## config.mk

```make
export PLATFORM = sky130hd
export DESIGN_NAME = rtc_sec_alarm
export DESIGN_NICKNAME = d
export VERILOG_FILES = /design/src/rtl/rtc_pkg.sv /design/src/rtl/rtc_timebase.sv /design/src/rtl/rtc_sync_view.sv /design/src/rtl/rtc_irq_ctrl.sv /design/src/rtl/rtc_sec_alarm.sv
export SDC_FILE = /design/constraint.sdc
export NUM_CORES = 1
export LEC_CHECK = 0
export BUFFER_PORTS_ARGS = -buffer_cell sky130_fd_sc_hd__buf_2
export CORE_ASPECT_RATIO = 1.75
export CORE_MARGIN = 2
export CORE_UTILIZATION = 40
export CTS_BUF_LIST = sky130_fd_sc_hd__clkbuf_4 sky130_fd_sc_hd__clkbuf_8 sky130_fd_sc_hd__clkbuf_16
export CTS_CLUSTER_SIZE = 12
export DETAILED_ROUTE_END_ITERATION = 7
export PLACE_DENSITY = 0.54
export SYNTH_ARGS = -nofsm -noshare
export SYNTH_HDL_FRONTEND = slang
export SYNTH_HIERARCHICAL = 1
export SYNTH_SLANG_ARGS = --single-unit
```

## constraint.sdc

```tcl
create_clock -name clk -period 3.81 [get_ports clk]
set_clock_uncertainty 0.05 [all_clocks]
set_input_delay 0.762 -clock clk [delete_from_list [all_inputs] [get_ports clk]]
set_output_delay 0.762 -clock clk [all_outputs]
set_load 0.01 [all_outputs]
```

## src/rtl/rtc_pkg.sv

```systemverilog
package rtc_pkg;
   // Interrupt source positions; software decodes these bit numbers.
   localparam int NUM_EV     = 5;
   localparam int NUM_SEC_AL = 2;
   localparam int EV_SAL_A   = 0;
   localparam int EV_SAL_B   = 1;
   localparam int EV_MSAL    = 2;
   localparam int EV_SEC     = 3;
   localparam int EV_MS      = 4;

   // Word index of each register (byte address = index * 4).
   typedef enum logic [3:0] {
      RG_BUSY   = 4'd0,
      RG_SEC    = 4'd1,
      RG_SHADOW = 4'd2,
      RG_MS     = 4'd3,
      RG_SAL_A  = 4'd4,
      RG_SAL_B  = 4'd5,
      RG_MSAL   = 4'd6,
      RG_MASK   = 4'd7,
      RG_STAT   = 4'd8
   } reg_idx_e;
endpackage

```

## src/rtl/rtc_timebase.sv

```systemverilog
module rtc_timebase import rtc_pkg::*; #(
   parameter int SEC_W        = 32,
   parameter int MS_W         = 10,
   parameter int TICKS_PER_MS = 32,
   parameter int MS_PER_SEC   = 1000
) (
   input  logic             clk,
   input  logic             rst_n,
   input  logic             tick,
   input  logic             load,
   input  logic [SEC_W-1:0] load_val,
   input  logic [SEC_W-1:0] al_sec [NUM_SEC_AL],
   input  logic [MS_W-1:0]  al_ms,
   output logic [SEC_W-1:0] sec_nxt,
   output logic [MS_W-1:0]  ms_nxt,
   output logic [NUM_EV-1:0] ev
);
   localparam int PRE_W = $clog2(TICKS_PER_MS);

   logic [PRE_W-1:0] pre_q;
   logic [MS_W-1:0]  ms_q;
   logic [SEC_W-1:0] sec_q;
   logic             ms_step, sec_step;
   logic [NUM_SEC_AL-1:0] sal_hit;
   logic             msal_hit;

   always_comb begin
      ms_step  = tick && (pre_q == PRE_W'(TICKS_PER_MS - 1));
      sec_step = ms_step && (ms_q == MS_W'(MS_PER_SEC - 1));
      if (load) begin
         sec_nxt = load_val;
         ms_nxt  = '0;
      end else begin
         sec_nxt = sec_step ? sec_q + SEC_W'(1) : sec_q;
         ms_nxt  = sec_step ? '0 : (ms_step ? ms_q + MS_W'(1) : ms_q);
      end
   end

   // One comparator per seconds alarm; zero disables the alarm.
   for (genvar k = 0; k < NUM_SEC_AL; k++) begin : g_sal
      assign sal_hit[k] = sec_step && !load && (al_sec[k] != '0) && (sec_nxt == al_sec[k]);
   end
   assign msal_hit = ms_step && !load && (ms_nxt == al_ms);
   assign ev = {ms_step && !load, sec_step && !load, msal_hit, sal_hit};

   always_ff @(posedge clk or negedge rst_n) begin
      if (!rst_n) begin
         pre_q <= '0;
         ms_q  <= '0;
         sec_q <= '0;
      end else if (load) begin
         pre_q <= '0;
         ms_q  <= '0;
         sec_q <= load_val;
      end else if (tick) begin
         pre_q <= ms_step ? '0 : pre_q + PRE_W'(1);
         ms_q  <= ms_nxt;
         sec_q <= sec_nxt;
      end
   end
endmodule

```

## src/rtl/rtc_sync_view.sv

```systemverilog
module rtc_sync_view #(
   parameter int SEC_W      = 32,
   parameter int MS_W       = 10,
   parameter int SYNC_TICKS = 8,
   parameter int BUSY_LEN   = 4
) (
   input  logic             clk,
   input  logic             rst_n,
   input  logic             tick,
   input  logic [SEC_W-1:0] sec_nxt,
   input  logic [MS_W-1:0]  ms_nxt,
   input  logic             snap,
   output logic             busy,
   output logic [SEC_W-1:0] view_sec,
   output logic [MS_W-1:0]  view_ms,
   output logic [SEC_W-1:0] shadow
);
   localparam int PH_W = $clog2(SYNC_TICKS);
   localparam int BW   = $clog2(BUSY_LEN + 1);

   logic [PH_W-1:0] phase_q;
   logic [BW-1:0]   busy_q;
   logic            copy;

   assign copy = tick && (phase_q == PH_W'(SYNC_TICKS - 1));
   assign busy = (busy_q != '0);

   always_ff @(posedge clk or negedge rst_n) begin
      if (!rst_n) begin
         phase_q  <= '0;
         busy_q   <= '0;
         view_sec <= '0;
         view_ms  <= '0;
         shadow   <= '0;
      end else begin
         if (tick) phase_q <= phase_q + PH_W'(1);
         if (copy) begin
            busy_q   <= BW'(BUSY_LEN);
            view_sec <= sec_nxt;
            view_ms  <= ms_nxt;
         end else if (busy) begin
            busy_q <= busy_q - BW'(1);
         end
         // Captures the seconds that pair with the millisecond value read now.
         if (snap) shadow <= view_sec;
      end
   end
endmodule

```

## src/rtl/rtc_irq_ctrl.sv

```systemverilog
module rtc_irq_ctrl #(
   parameter int NB = 5
) (
   input  logic          clk,
   input  logic          rst_n,
   input  logic [NB-1:0] ev,
   input  logic          clr_we,
   input  logic          mask_we,
   input  logic [NB-1:0] wd,
   output logic [NB-1:0] status,
   output logic [NB-1:0] mask,
   output logic          irq
);
   logic [NB-1:0] clr;

   assign clr = clr_we ? wd : '0;
   assign irq = |(status & mask);

   always_ff @(posedge clk or negedge rst_n) begin
      if (!rst_n) begin
         status <= '0;
         mask   <= '0;
      end else begin
         status <= (status & ~clr) | ev;
         if (mask_we) mask <= wd;
      end
   end
endmodule

```

## src/rtl/rtc_sec_alarm.sv

```systemverilog
module rtc_sec_alarm import rtc_pkg::*; #(
   parameter int DATA_W       = 32,
   parameter int ADDR_W       = 6,
   parameter int TICKS_PER_MS = 32,
   parameter int MS_PER_SEC   = 1000,
   parameter int SYNC_TICKS   = 8,
   parameter int BUSY_LEN     = 4
) (
   input  logic              clk,
   input  logic              rst_n,
   input  logic              slow_tick,
   input  logic              bus_sel,
   input  logic              bus_wr,
   input  logic [ADDR_W-1:0] bus_addr,
   input  logic [DATA_W-1:0] bus_wdata,
   output logic [DATA_W-1:0] bus_rdata,
   output logic              irq
);
   localparam int MS_W  = $clog2(MS_PER_SEC);
   localparam int IDX_W = ADDR_W - 2;

   if (ADDR_W < 6) begin : g_bad_addr
      $error("ADDR_W must be at least 6");
   end
   if (TICKS_PER_MS < 2 || MS_PER_SEC < 2) begin : g_bad_div
      $error("TICKS_PER_MS and MS_PER_SEC must be at least 2");
   end
   if (SYNC_TICKS < 2 || (SYNC_TICKS & (SYNC_TICKS - 1)) != 0) begin : g_bad_sync
      $error("SYNC_TICKS must be a power of two of at least 2");
   end
   if (BUSY_LEN < 1 || DATA_W < MS_W || DATA_W < NUM_EV) begin : g_bad_width
      $error("BUSY_LEN or DATA_W out of range");
   end

   logic [IDX_W-1:0] widx;
   logic             acc_ok, rd_en, wr_ok, busy, snap, ld_sec;
   logic [DATA_W-1:0] al_sec [NUM_SEC_AL];
   logic [MS_W-1:0]  al_ms;
   logic [DATA_W-1:0] sec_nxt, view_sec, shadow_q;
   logic [MS_W-1:0]  ms_nxt, view_ms;
   logic [NUM_EV-1:0] ev_vec, stat_q, mask_q;
   logic [DATA_W-1:0] rd_val;

   function automatic logic is_reg(input logic [IDX_W-1:0] w, input int r);
      return w == IDX_W'(r);
   endfunction

   assign widx   = bus_addr[ADDR_W-1:2];
   assign acc_ok = bus_sel && (bus_addr[1:0] == 2'b00);
   assign rd_en  = acc_ok && !bus_wr;
   assign wr_ok  = acc_ok && bus_wr && !busy;
   assign snap   = rd_en && is_reg(widx, RG_MS);
   assign ld_sec = wr_ok && is_reg(widx, RG_SEC);

   for (genvar k = 0; k < NUM_SEC_AL; k++) begin : g_sal_reg
      always_ff @(posedge clk or negedge rst_n) begin
         if (!rst_n)                                        al_sec[k] <= '0;
         else if (wr_ok && is_reg(widx, int'(RG_SAL_A) + k)) al_sec[k] <= bus_wdata;
      end
   end

   always_ff @(posedge clk or negedge rst_n) begin
      if (!rst_n)                              al_ms <= '0;
      else if (wr_ok && is_reg(widx, RG_MSAL)) al_ms <= bus_wdata[MS_W-1:0];
   end

   rtc_timebase #(
      .SEC_W(DATA_W), .MS_W(MS_W),
      .TICKS_PER_MS(TICKS_PER_MS), .MS_PER_SEC(MS_PER_SEC)
   ) i_timebase (
      .clk(clk), .rst_n(rst_n), .tick(slow_tick),
      .load(ld_sec), .load_val(bus_wdata),
      .al_sec(al_sec), .al_ms(al_ms),
      .sec_nxt(sec_nxt), .ms_nxt(ms_nxt), .ev(ev_vec)
   );

   rtc_sync_view #(
      .SEC_W(DATA_W), .MS_W(MS_W),
      .SYNC_TICKS(SYNC_TICKS), .BUSY_LEN(BUSY_LEN)
   ) i_view (
      .clk(clk), .rst_n(rst_n), .tick(slow_tick),
      .sec_nxt(sec_nxt), .ms_nxt(ms_nxt), .snap(snap),
      .busy(busy), .view_sec(view_sec), .view_ms(view_ms), .shadow(shadow_q)
   );

   rtc_irq_ctrl #(.NB(NUM_EV)) i_irq (
      .clk(clk), .rst_n(rst_n), .ev(ev_vec),
      .clr_we(wr_ok && is_reg(widx, RG_STAT)),
      .mask_we(wr_ok && is_reg(widx, RG_MASK)),
      .wd(bus_wdata[NUM_EV-1:0]),
      .status(stat_q), .mask(mask_q), .irq(irq)
   );

   always_comb begin
      rd_val = '0;
      case (widx)
         IDX_W'(RG_BUSY):   rd_val = DATA_W'(busy);
         IDX_W'(RG_SEC):    rd_val = view_sec;
         IDX_W'(RG_SHADOW): rd_val = shadow_q;
         IDX_W'(RG_MS):     rd_val = DATA_W'(view_ms);
         IDX_W'(RG_SAL_A):  rd_val = al_sec[0];
         IDX_W'(RG_SAL_B):  rd_val = al_sec[1];
         IDX_W'(RG_MSAL):   rd_val = DATA_W'(al_ms);
         IDX_W'(RG_MASK):   rd_val = DATA_W'(mask_q);
         IDX_W'(RG_STAT):   rd_val = DATA_W'(stat_q);
         default:           rd_val = '0;
      endcase
   end

   always_ff @(posedge clk or negedge rst_n) begin
      if (!rst_n)     bus_rdata <= '0;
      else if (rd_en) bus_rdata <= rd_val;
   end
endmodule

```

==> results.toml, run 1 <==
[power_and_ir_drop]
leakagePower_nw = 7.40
power_per_cell_area_mw_per_mm2 = 423
p_total_w = 0.00680
ir_worst_vdd_mv = 0.314

[timing]
hold_viol = 0
report.final.setup_viol = 0
fmax_mhz = 275
hold_ws_ns = 0.145
worst_pin_slew_ns = 1.01
setup_tns_ns = 0
final-max-slew-violation-count = 0
max_slew_margin_pct = 32.5
fin_crit_ns = 3.64
rsz0062_at_grt = "no"
period_share_pct = 95.6

[clocking]
ctsHoldBuffers = 0
cts.reportedPaths.clkPinSlew_ns = 0.06
cts_buffers = 26
clk_latency_ns = 0.57
cts_tree = "built"
cts_buffer_depth = 3
post_cts_buffers = 0
post_cts.resized_instances = 0
root_buffer = "clkbuf_16"
clock-sinks = 243
cts_max_level = 1

[critical_path]
crit_required_ns = 4.27
worstReg2RegStart = "i_timebase/sec_q[6]$_DFFE_PN0P_"
r2r-end = "i_irq/status[1]$_DFF_PN0_"
r2r_slack_ns = 0.17
slowest_stage = "or4_1"
cp.buffers_inverters = 2
crit_arrival_ns = 4.10
ff2ff_path_depth = 11
endpoint_kind = "flip-flop"
endpoint = "i_irq/status[1]$_DFF_PN0_"
path_class = "flip-flop to flip-flop"
crit_path_start_kind = "flip-flop"
setup.worst_path.start = "i_timebase/sec_q[6]$_DFFE_PN0P_"
crit_family = "simple AND/OR/NAND/NOR gates"
cp_num_cells = 11
cp_cell_sequence = "nand4_1, or4_1, buf_4, nor4_2, buf_4, a221o_1, xnor2_1, o2111ai_1, nand4b_1, nor4_2, a21o_1"
cpPeakStageDelay_ns = 0.64
path_max_fanout = 8

[floorplan]
die_y_um = 250
num_rows = 90
start_util_pct = 40.3
die-area_mm2 = 0.0362
io_pins = 76
die_w_um = 145
core_area_mm2 = 0.0343

[yosys]
synth.cell_area_mm2 = 0.0138
synth_edf_count = 0
syn_avg_cell_area_um2 = 10.9
synth_fp_nets = 1320
syn-instance-count = 1269
ys_seq_elements = 243
ys_types = 84
synth-main-ff-cell = "dfrtp_1"
synth_warnings = 6
async_flop_share_pct = 100
yosysSeqAreaShare_pct = 43.9

[global_route]
grt_first_pass_wirelength_mm = 76.5
grt_pass1_vias = 11489
track_usage_pct = 29.4
antenna_found_initial = 0
gr-total-overflow = 0
grt_max_degree = 81

[routing]
totalWireLength_mm = 52.4
remaining_drc_errors = 0
num_vias = 11066
drt_first_iter_violations = 780
dr.pass1.iters = 5
wl_per_cell_um = 28.1
vias_per_cell = 5.93
postRouteAntennaNets = 0

[placed_design]
port_buffers = 75
post-dp-hpwl_mm = 39.8
finalWeightedCongestion = 0.956
place_inst = 1824

[final_layout]
drive_gt1_share_pct = 28.7
finalNonFillerCells = 1867
syn2layout_area_growth_pct = 16.2
diodes = 0
finalNetCount = 1443

[job]
cap_viol_max_count = 0

[status]
status = "completed"

[worst_hold_path]
hold_class = "input pin to asynchronous set/reset pin"
state kept, by name, summed over array words and instances (netlist names):
| name | cells |
|---|---|
| i_view/view_ms | 10 |
| i_view/view_sec | 32 |
| i_timebase/pre_q | 5 |
| i_irq/mask | 5 |
| i_view/shadow | 32 |
| al_ms | 10 |
| al_sec | 64 |
| i_timebase/sec_q | 32 |
| bus_rdata | 32 |
| i_timebase/ms_q | 10 |
| i_view/busy_q | 3 |
| i_view/phase_q | 3 |
| i_irq/status | 5 |
worst min path at each step:
stage          cells after the start                             to  slack, ns
6_report                           1         al_sec[52]$_DFFE_PN0P_       0.14
2_1_floorplan                      1  i_view/phase_q[0]$_DFFE_PN0P_       0.40
3_3_place_gp                       1  i_view/phase_q[0]$_DFFE_PN0P_       0.41
5_1_grt                            1         al_sec[18]$_DFFE_PN0P_       0.20
4_1_cts                            1         al_sec[19]$_DFFE_PN0P_       0.17
3_5_place_dp                       1  i_view/phase_q[0]$_DFFE_PN0P_       0.42
synthesized netlist by cell type (all sizes together), types with 31 or more instances:
master	count	area (um^2)
a21oi	41	216
clkbuf	40	150
xor2	31	272
nand2	95	379
mux2	162	2080
nor2	64	240
nor4	40	250
o21ai	67	335
buf	42	315
inv	32	120
xnor2	67	587
nand3	32	160
nand4	39	244
dfrtp	243	6080
logic make-up after synthesis:
family | synth area share (%)
AOI/OAI and AO/OA | 13.7
xor gates and xnor gates | 6.20
adders and majority gates | 0.723
buffers and inverters | 4.26
DFF | 43.9
muxes | 17.0
and+or+nand+nor | 14.2
area by class of cell:
cell class                 count  area (um^2)
tap                          460          576
clock buffer                  39          786
fill                        3214        18300
clock inverter                 4         61.3
inverter                      33          124
multi-input combinational    911         7240
timing repair buffer         177         1210
sequential                   243         6080
report_power, final:
group / leakage [nW] / switching [W] / total, W / internal [W]
Combinational: 3.70 / 0.000610 / 0.00115 / 0.000545
Sequential: 3.28 / 0.000266 / 0.00307 / 0.00281
Clock: 0.417 / 0.00109 / 0.00257 / 0.00148
Total: 7.40 / 0.00197 / 0.00680 / 0.00484
worst reg2reg max path, stage by stage, from the launching register on:
cell and delay, ns:
dfrtp_1 0.60, nand4_1 0.18, or4_1 0.64, buf_4 0.22
nor4_2 0.47, buf_4 0.21, a221o_1 0.25, xnor2_1 0.16
o2111ai_1 0.13, nand4b_1 0.25, nor4_2 0.32, a21o_1 0.11
cell usage in the layout (no fill, tap or decap), types with 36 or more instances in the layout:
cell / instances
dfrtp_1: 243
buf_4: 97
nand2_1: 91
buf_2: 74
mux2_2: 72
mux2_4: 69
xnor2_1: 67
nor2_1: 63
o21ai_0: 42
a21oi_1: 40
nand4_1: 39
nor4_1: 36
layer usage:
layer	up-vias	wire length, um	part of all wire [%]	GRT usage (%)
met5	-	0	0	0
met4	0	5050	9.6	22.7
met3	169	1850	3.5	3.04
met2	363	27600	53	53.0
met1	5568	18000	34	30.3
li1	4966	-	-	-
metrics by stage:
stage	area, um^2	util (%)	setup WS, ns
5_1_grt	16100	46.8	0.00333
4_1_cts	16000	46.7	0.0238
3_5_place_dp	15200	44.2	0.0728
2_1_floorplan	13800	-	0.00573
3_3_place_gp	15200	44.2	0.0893
6_report	16100	46.8	0.169
Note: power is estimated with default switching activity, not from simulation.
==> inputs of run 2 (changes only) <==
==> constraint.sdc (replaced) <==
create_clock -name clk -period 3.5 [get_ports clk]
set_clock_uncertainty 0.05 [all_clocks]
set_input_delay 0.7 -clock clk [delete_from_list [all_inputs] [get_ports clk]]
set_output_delay 0.7 -clock clk [all_outputs]
set_load 0.01 [all_outputs]
==> run 2 against run 1 <==
Sequential share of layout area decreased by 1.4 points. Clock power is 7% higher. Utilization rose by 1.8 points. Combinational power grew 18%. Via count is 3.6% higher. Worst setup slack worse by 0.11 ns. Fmax grew 5.7%. Die area unchanged. Routed wire length up 3.1%. Largest cell class unchanged. Highest routed layer unchanged. Cell count grew 3.4%.
==> results.toml, run 2 (synthesized netlist as in run 1, its figures left out) <==
[critical_path]
worstReg2RegStart = "i_timebase/sec_q[16]$_DFFE_PN0P_"
path_class = "flip-flop to flip-flop"
r2r-end = "i_irq/status[0]$_DFF_PN0_"
crit_arrival_ns = 3.90
path_max_fanout = 5
r2r_slack_ns = 0.06
crit_path_start_kind = "flip-flop"
crit_required_ns = 3.95
ff2ff_path_depth = 8
endpoint_kind = "flip-flop"

[routing]
remaining_drc_errors = 0
vias_per_cell = 5.94
postRouteAntennaNets = 0
totalWireLength_mm = 54.1
num_vias = 11459
drt_first_iter_violations = 802
wl_per_cell_um = 28.0
dr.pass1.iters = 5

[final_layout]
drive_gt1_share_pct = 33.3
final_cell_mix = "dfrtp_1 (243), buf_4 (156), nand2_1 (91)"
diodes = 0
top_register = "al_sec"
syn2layout_area_growth_pct = 20.7
largest_register_ffs = 64
finalInstanceArea_mm2 = 0.0167
mostFrequentLayoutCell = "dfrtp_1"
final_util_pct = 48.7
finalNetCount = 1506

[status]
status = "completed"

[clocking]
root_buffer = "clkbuf_16"
cts_tree = "built"
ctsHoldBuffers = 0
cts_buffer_depth = 3
cts_buffers = 26
clock-sinks = 243
clk_latency_ns = 0.57
cts.reportedPaths.clkPinSlew_ns = 0.07
cts_max_level = 1

[floorplan]
num_rows = 90
die-area_mm2 = 0.0362
start_util_pct = 40.3
die_w_um = 145
io_pins = 76
core_area_mm2 = 0.0343
die_y_um = 250

[timing]
report.final.setup_viol = 0
fmax_mhz = 290
fin_crit_ns = 3.44
rsz0062_at_grt = "no"
hold_viol = 0
hold_ws_ns = 0.0722
period_share_pct = 98.4
setup_ws_ns = 0.0564
final-max-slew-violation-count = 0
setup_tns_ns = 0
worst_pin_slew_ns = 0.992
max_slew_margin_pct = 33.9

[power_and_ir_drop]
leakagePower_nw = 7.77
power_per_cell_area_mw_per_mm2 = 446
ir_worst_vdd_mv = 0.431

[placed_design]
finalWeightedCongestion = 1.03
port_buffers = 75
dpl_worst_slack_ns = -0.381
post-dp-hpwl_mm = 41.5
placed_cell_area_mm2 = 0.0156

[global_route]
antenna_found_initial = 0
grt_pass1_vias = 11776
track_usage_pct = 30.4
grt_max_degree = 83
gr-total-overflow = 0
grt_first_pass_wirelength_mm = 79.2

[job]
cap_viol_max_count = 0

[worst_hold_path]
hold_class = "input pin to asynchronous set/reset pin"
## run 2: cell count changes in the layout (fill, tap and decap cells not counted), moves of 3 or more
cell	before	now
clkbuf_8	6	3
buf_6	0	3
buf_4	97	156
o31ai_1	9	6
clkinv_2	0	3
o31ai_2	1	4
or4_4	0	3
or4_1	8	5
nor4_1	36	33
## run 2: metal layers
layer	vias up	wire length [um]	GRT usage [%]
met2	407	28200	54.5
met1	5775	18300	31.4
li1	5082	-	-
met4	0	5800	24.5
met3	195	1770	2.81
met5	-	0	0
## run 2: power breakdown
group	leakage [nW]	internal, W	switching (W)
Clock	0.416	0.00156	0.00120
Combinational	4.07	0.000649	0.000709
Sequential	3.28	0.00306	0.000280
Total	7.77	0.00527	0.00218
## run 2: critical path, cell delays in order (launching register included)
cell      delay (ns)
dfrtp_1         0.56
nand4_1         0.37
or4_1           0.67
o41a_1          0.38
a221o_1         0.35
a221o_1         0.40
nor4_2          0.29
o2111a_1        0.23
a21o_1          0.08
## run 2: per-stage QoR
| step | total power, W | cells |
|---|---|---|
| floorplan | 0.00409 | 1269 |
| global placement | 0.00468 | 1876 |
| detailed placement | 0.00470 | 1876 |
| CTS | 0.00746 | 1919 |
| global route | 0.00772 | 1930 |
| finish | 0.00745 | 1930 |
## run 2: layout make-up
cell class	instances	area, um^2
flip-flops and latches	243	6080
repair buffers	240	1710
well taps	460	576
fillers	3209	17600
clock inverters	6	70.1
multi-input cells	911	7400
clock buffers	37	752
inverters	33	124
## run 2: worst max path at each step
| stage | startpoint | end |
|---|---|---|
| final | i_timebase/sec_q[16]$_DFFE_PN0P_ | i_irq/status[0]$_DFF_PN0_ |
| after detailed placement | i_timebase/ms_q[0]$_DFFE_PN0P_ | i_irq/status[1]$_DFF_PN0_ |
| after global routing | i_timebase/pre_q[0]$_DFFE_PN0P_ | i_irq/status[1]$_DFF_PN0_ |
| after global placement | i_timebase/ms_q[3]$_DFFE_PN0P_ | i_irq/status[1]$_DFF_PN0_ |
| after CTS | i_timebase/pre_q[0]$_DFFE_PN0P_ | i_irq/status[0]$_DFF_PN0_ |
| after floorplan | bus_addr[3] | i_irq/status[0]$_DFF_PN0_ |
## run 2: timing repair
action / CTS / global route
setup buffers: 0 / 11
pin swaps: 0 / 11
endpoints found under the setup margin: 2 / 2
hold endpoints to repair: 0 / 0
resized for setup: 6 / 36
==> inputs of run 3 (changes only) <==
--- a/config.mk
+++ b/config.mk
@@ -8,11 +8,11 @@
 export BUFFER_PORTS_ARGS = -buffer_cell sky130_fd_sc_hd__buf_2
 export CORE_ASPECT_RATIO = 1.75
 export CORE_MARGIN = 2
-export CORE_UTILIZATION = 40
+export CORE_UTILIZATION = 50
 export CTS_BUF_LIST = sky130_fd_sc_hd__clkbuf_4 sky130_fd_sc_hd__clkbuf_8 sky130_fd_sc_hd__clkbuf_16
 export CTS_CLUSTER_SIZE = 12
 export DETAILED_ROUTE_END_ITERATION = 7
-export PLACE_DENSITY = 0.54
+export PLACE_DENSITY = 0.65
 export SYNTH_ARGS = -nofsm -noshare
 export SYNTH_HDL_FRONTEND = slang
 export SYNTH_HIERARCHICAL = 1
==> run 3 against run 2 <==
Critical path depth rose by 6. Non-clock buffer count fell by 15. Design area fell by 2.0%. Fmax rose by 1.2%. Cell count fell by 5.8%. Sequential share of layout area rose by 0.73 points. Combinational power barely moved. Highest routed layer unchanged. Register-to-register slack improved by 0.04 ns. Via count barely moved. Utilization rose by 12 points. Critical path type unchanged. Worst setup slack improved by 0.039 ns. First-iteration DRC count rose by 6.1%.
==> results.toml, run 3 (synthesized netlist as in run 1, its figures left out) <==
[power_and_ir_drop]
p_sw_share_pct = 29.1
ir_worst_vdd_mv = 0.410
p_total_w = 0.00733
power_per_cell_area_mw_per_mm2 = 447
power.internal_w = 0.00520
p_switching_w = 0.00213
leakagePower_nw = 7.65
p_comb_share_pct = 18.5
pwr-share-clk_pct = 36.0
pwr-share-seq_pct = 45.5

[status]
status = "completed"

[timing]
final-max-slew-violation-count = 0
period_share_pct = 97.3
fmax_mhz = 294
fin_crit_ns = 3.40
hold_viol = 0
worst_pin_slew_ns = 0.949
report.final.setup_viol = 0
max_slew_margin_pct = 36.8

[floorplan]
die-area_mm2 = 0.0291
core_area_mm2 = 0.0272
io_pins = 76
die_y_um = 224
die_w_um = 130
start_util_pct = 50.9
num_rows = 80

[final_layout]
syn2layout_area_growth_pct = 18.4
finalNetCount = 1490
largest_register_ffs = 64
top_register = "al_sec"
finalInstanceArea_mm2 = 0.0164
fill_cells = 2331
final_util_pct = 60.2
final_cell_mix = "dfrtp_1 (243), buf_4 (143), nand2_1 (92)"
drive_gt1_share_pct = 31.8
mostFrequentLayoutCell = "dfrtp_1"

[critical_path]
crit_path_start_kind = "flip-flop"
r2r_slack_ns = 0.1
endpoint_kind = "flip-flop"
crit_required_ns = 3.96
path_max_fanout = 5
crit_arrival_ns = 3.86
path_class = "flip-flop to flip-flop"

[global_route]
grt_pass1_vias = 11945
grt_max_degree = 67
antenna_found_initial = 0
grt_use_met3_pct = 4.18
grt_first_pass_wirelength_mm = 76.4
grt_use_met2_pct = 64.8
track_usage_pct = 36.2
met1_usage_pct = 36.5
gr-total-overflow = 0
busiest_layer = "met2"

[routing]
drt_first_iter_violations = 851
remaining_drc_errors = 0
postRouteAntennaNets = 0
num_vias = 11458
totalWireLength_mm = 52.6
dr.pass1.iters = 6
vias_per_cell = 6.30
wl_per_cell_um = 28.9

[worst_hold_path]
hold_class = "input pin to asynchronous set/reset pin"

[clocking]
cts_tree = "built"
clock-sinks = 243
cts_max_level = 1
ctsHoldBuffers = 0
root_buffer = "clkbuf_16"
clk_latency_ns = 0.56
cts.reportedPaths.clkPinSlew_ns = 0.07
cts_buffers = 25
cts_buffer_depth = 3

[placed_design]
finalWeightedCongestion = 1.02
post-dp-hpwl_mm = 40.0
port_buffers = 75
placed_cell_area_mm2 = 0.0153

[job]
cap_viol_max_count = 0
==> run 3: final timing paths <==
path | from | end | cells after the start
max | i_timebase/pre_q[1]$_DFFE_PN0P_ | i_irq/status[0]$_DFF_PN0_ | 14
min | rst_n | i_view/view_sec[28]$_DFFE_PN0P_ | 1
max reg2reg | i_timebase/pre_q[1]$_DFFE_PN0P_ | i_irq/status[0]$_DFF_PN0_ | 14
min reg2reg | i_view/phase_q[0]$_DFFE_PN0P_ | i_view/phase_q[0]$_DFFE_PN0P_ | 1
max in group asynchronous | rst_n | bus_rdata[7]$_DFFE_PN0P_ | 2
min in group clk | bus_wdata[22] | i_timebase/sec_q[22]$_DFFE_PN0P_ | 3
==> run 3: repair_timing <==
action / in CTS / in global routing
setup endpoints to repair: 2 / 2
buffers inserted: 2 / 8
pin swaps: 1 / 9
resized for setup: 1 / 31
cloned: 0 / 2
==> run 3: cell type report <==
class / instances / area, um^2 / area share (%)
Inverter: 33 / 124 / 0.756
Antenna cell: 1 / 2.50 / 0.0153
Multi-Input combinational cell: 911 / 7350 / 44.9
Sequential cell: 243 / 6080 / 37.1
Tap cell: 369 / 462 / 2.82
Clock inverter: 5 / 90.1 / 0.550
Timing Repair Buffer: 225 / 1600 / 9.76
Clock buffer: 31 / 677 / 4.13
==> run 3: per-stage QoR <==
stage	hold slack (ns)	setup WS, ns	std cells	setup TNS [ns]
after floorplan	0.354	0.0274	1269	0
after global placement	0.412	-0.0659	1769	-0.0659
after detailed placement	0.417	-0.186	1769	-0.219
after CTS	0.0206	0.0232	1807	0
after global routing	0.0411	-0.0142	1817	-0.0236
final	0.00227	0.0957	1818	0
==> run 3: worst max-delay path, cell delays in order (launching register included) <==
cell and delay (ns):
dfrtp_1 0.37, ha_2 0.20, and3_4 0.19, ha_4 0.14, nand2_1 0.11, nor4_4 0.39
buf_12 0.17, buf_4 0.15, nand3_1 0.09, xor2_1 0.27, o21ai_0 0.25, a221o_1 0.40
nor4_2 0.27, o2111a_1 0.23, a21o_1 0.09
==> run 3: routing by layer <==
| metal | vias to the layer above | part of all wire [%] |
|---|---|---|
| met5 | - | 0 |
| met4 | 0 | 11 |
| met3 | 219 | 3.9 |
| met2 | 444 | 51 |
| met1 | 5736 | 33 |
| li1 | 5059 | - |
==> run 3: power groups by stage <==
stage                     Combinational [W]  Clock, W  Sequential, W
after floorplan                    0.000825         0        0.00326
after CTS                           0.00131   0.00269        0.00332
final                               0.00136   0.00264        0.00334
after global routing                0.00146   0.00279        0.00335
after detailed placement            0.00130         0        0.00337
after global placement              0.00128         0        0.00336
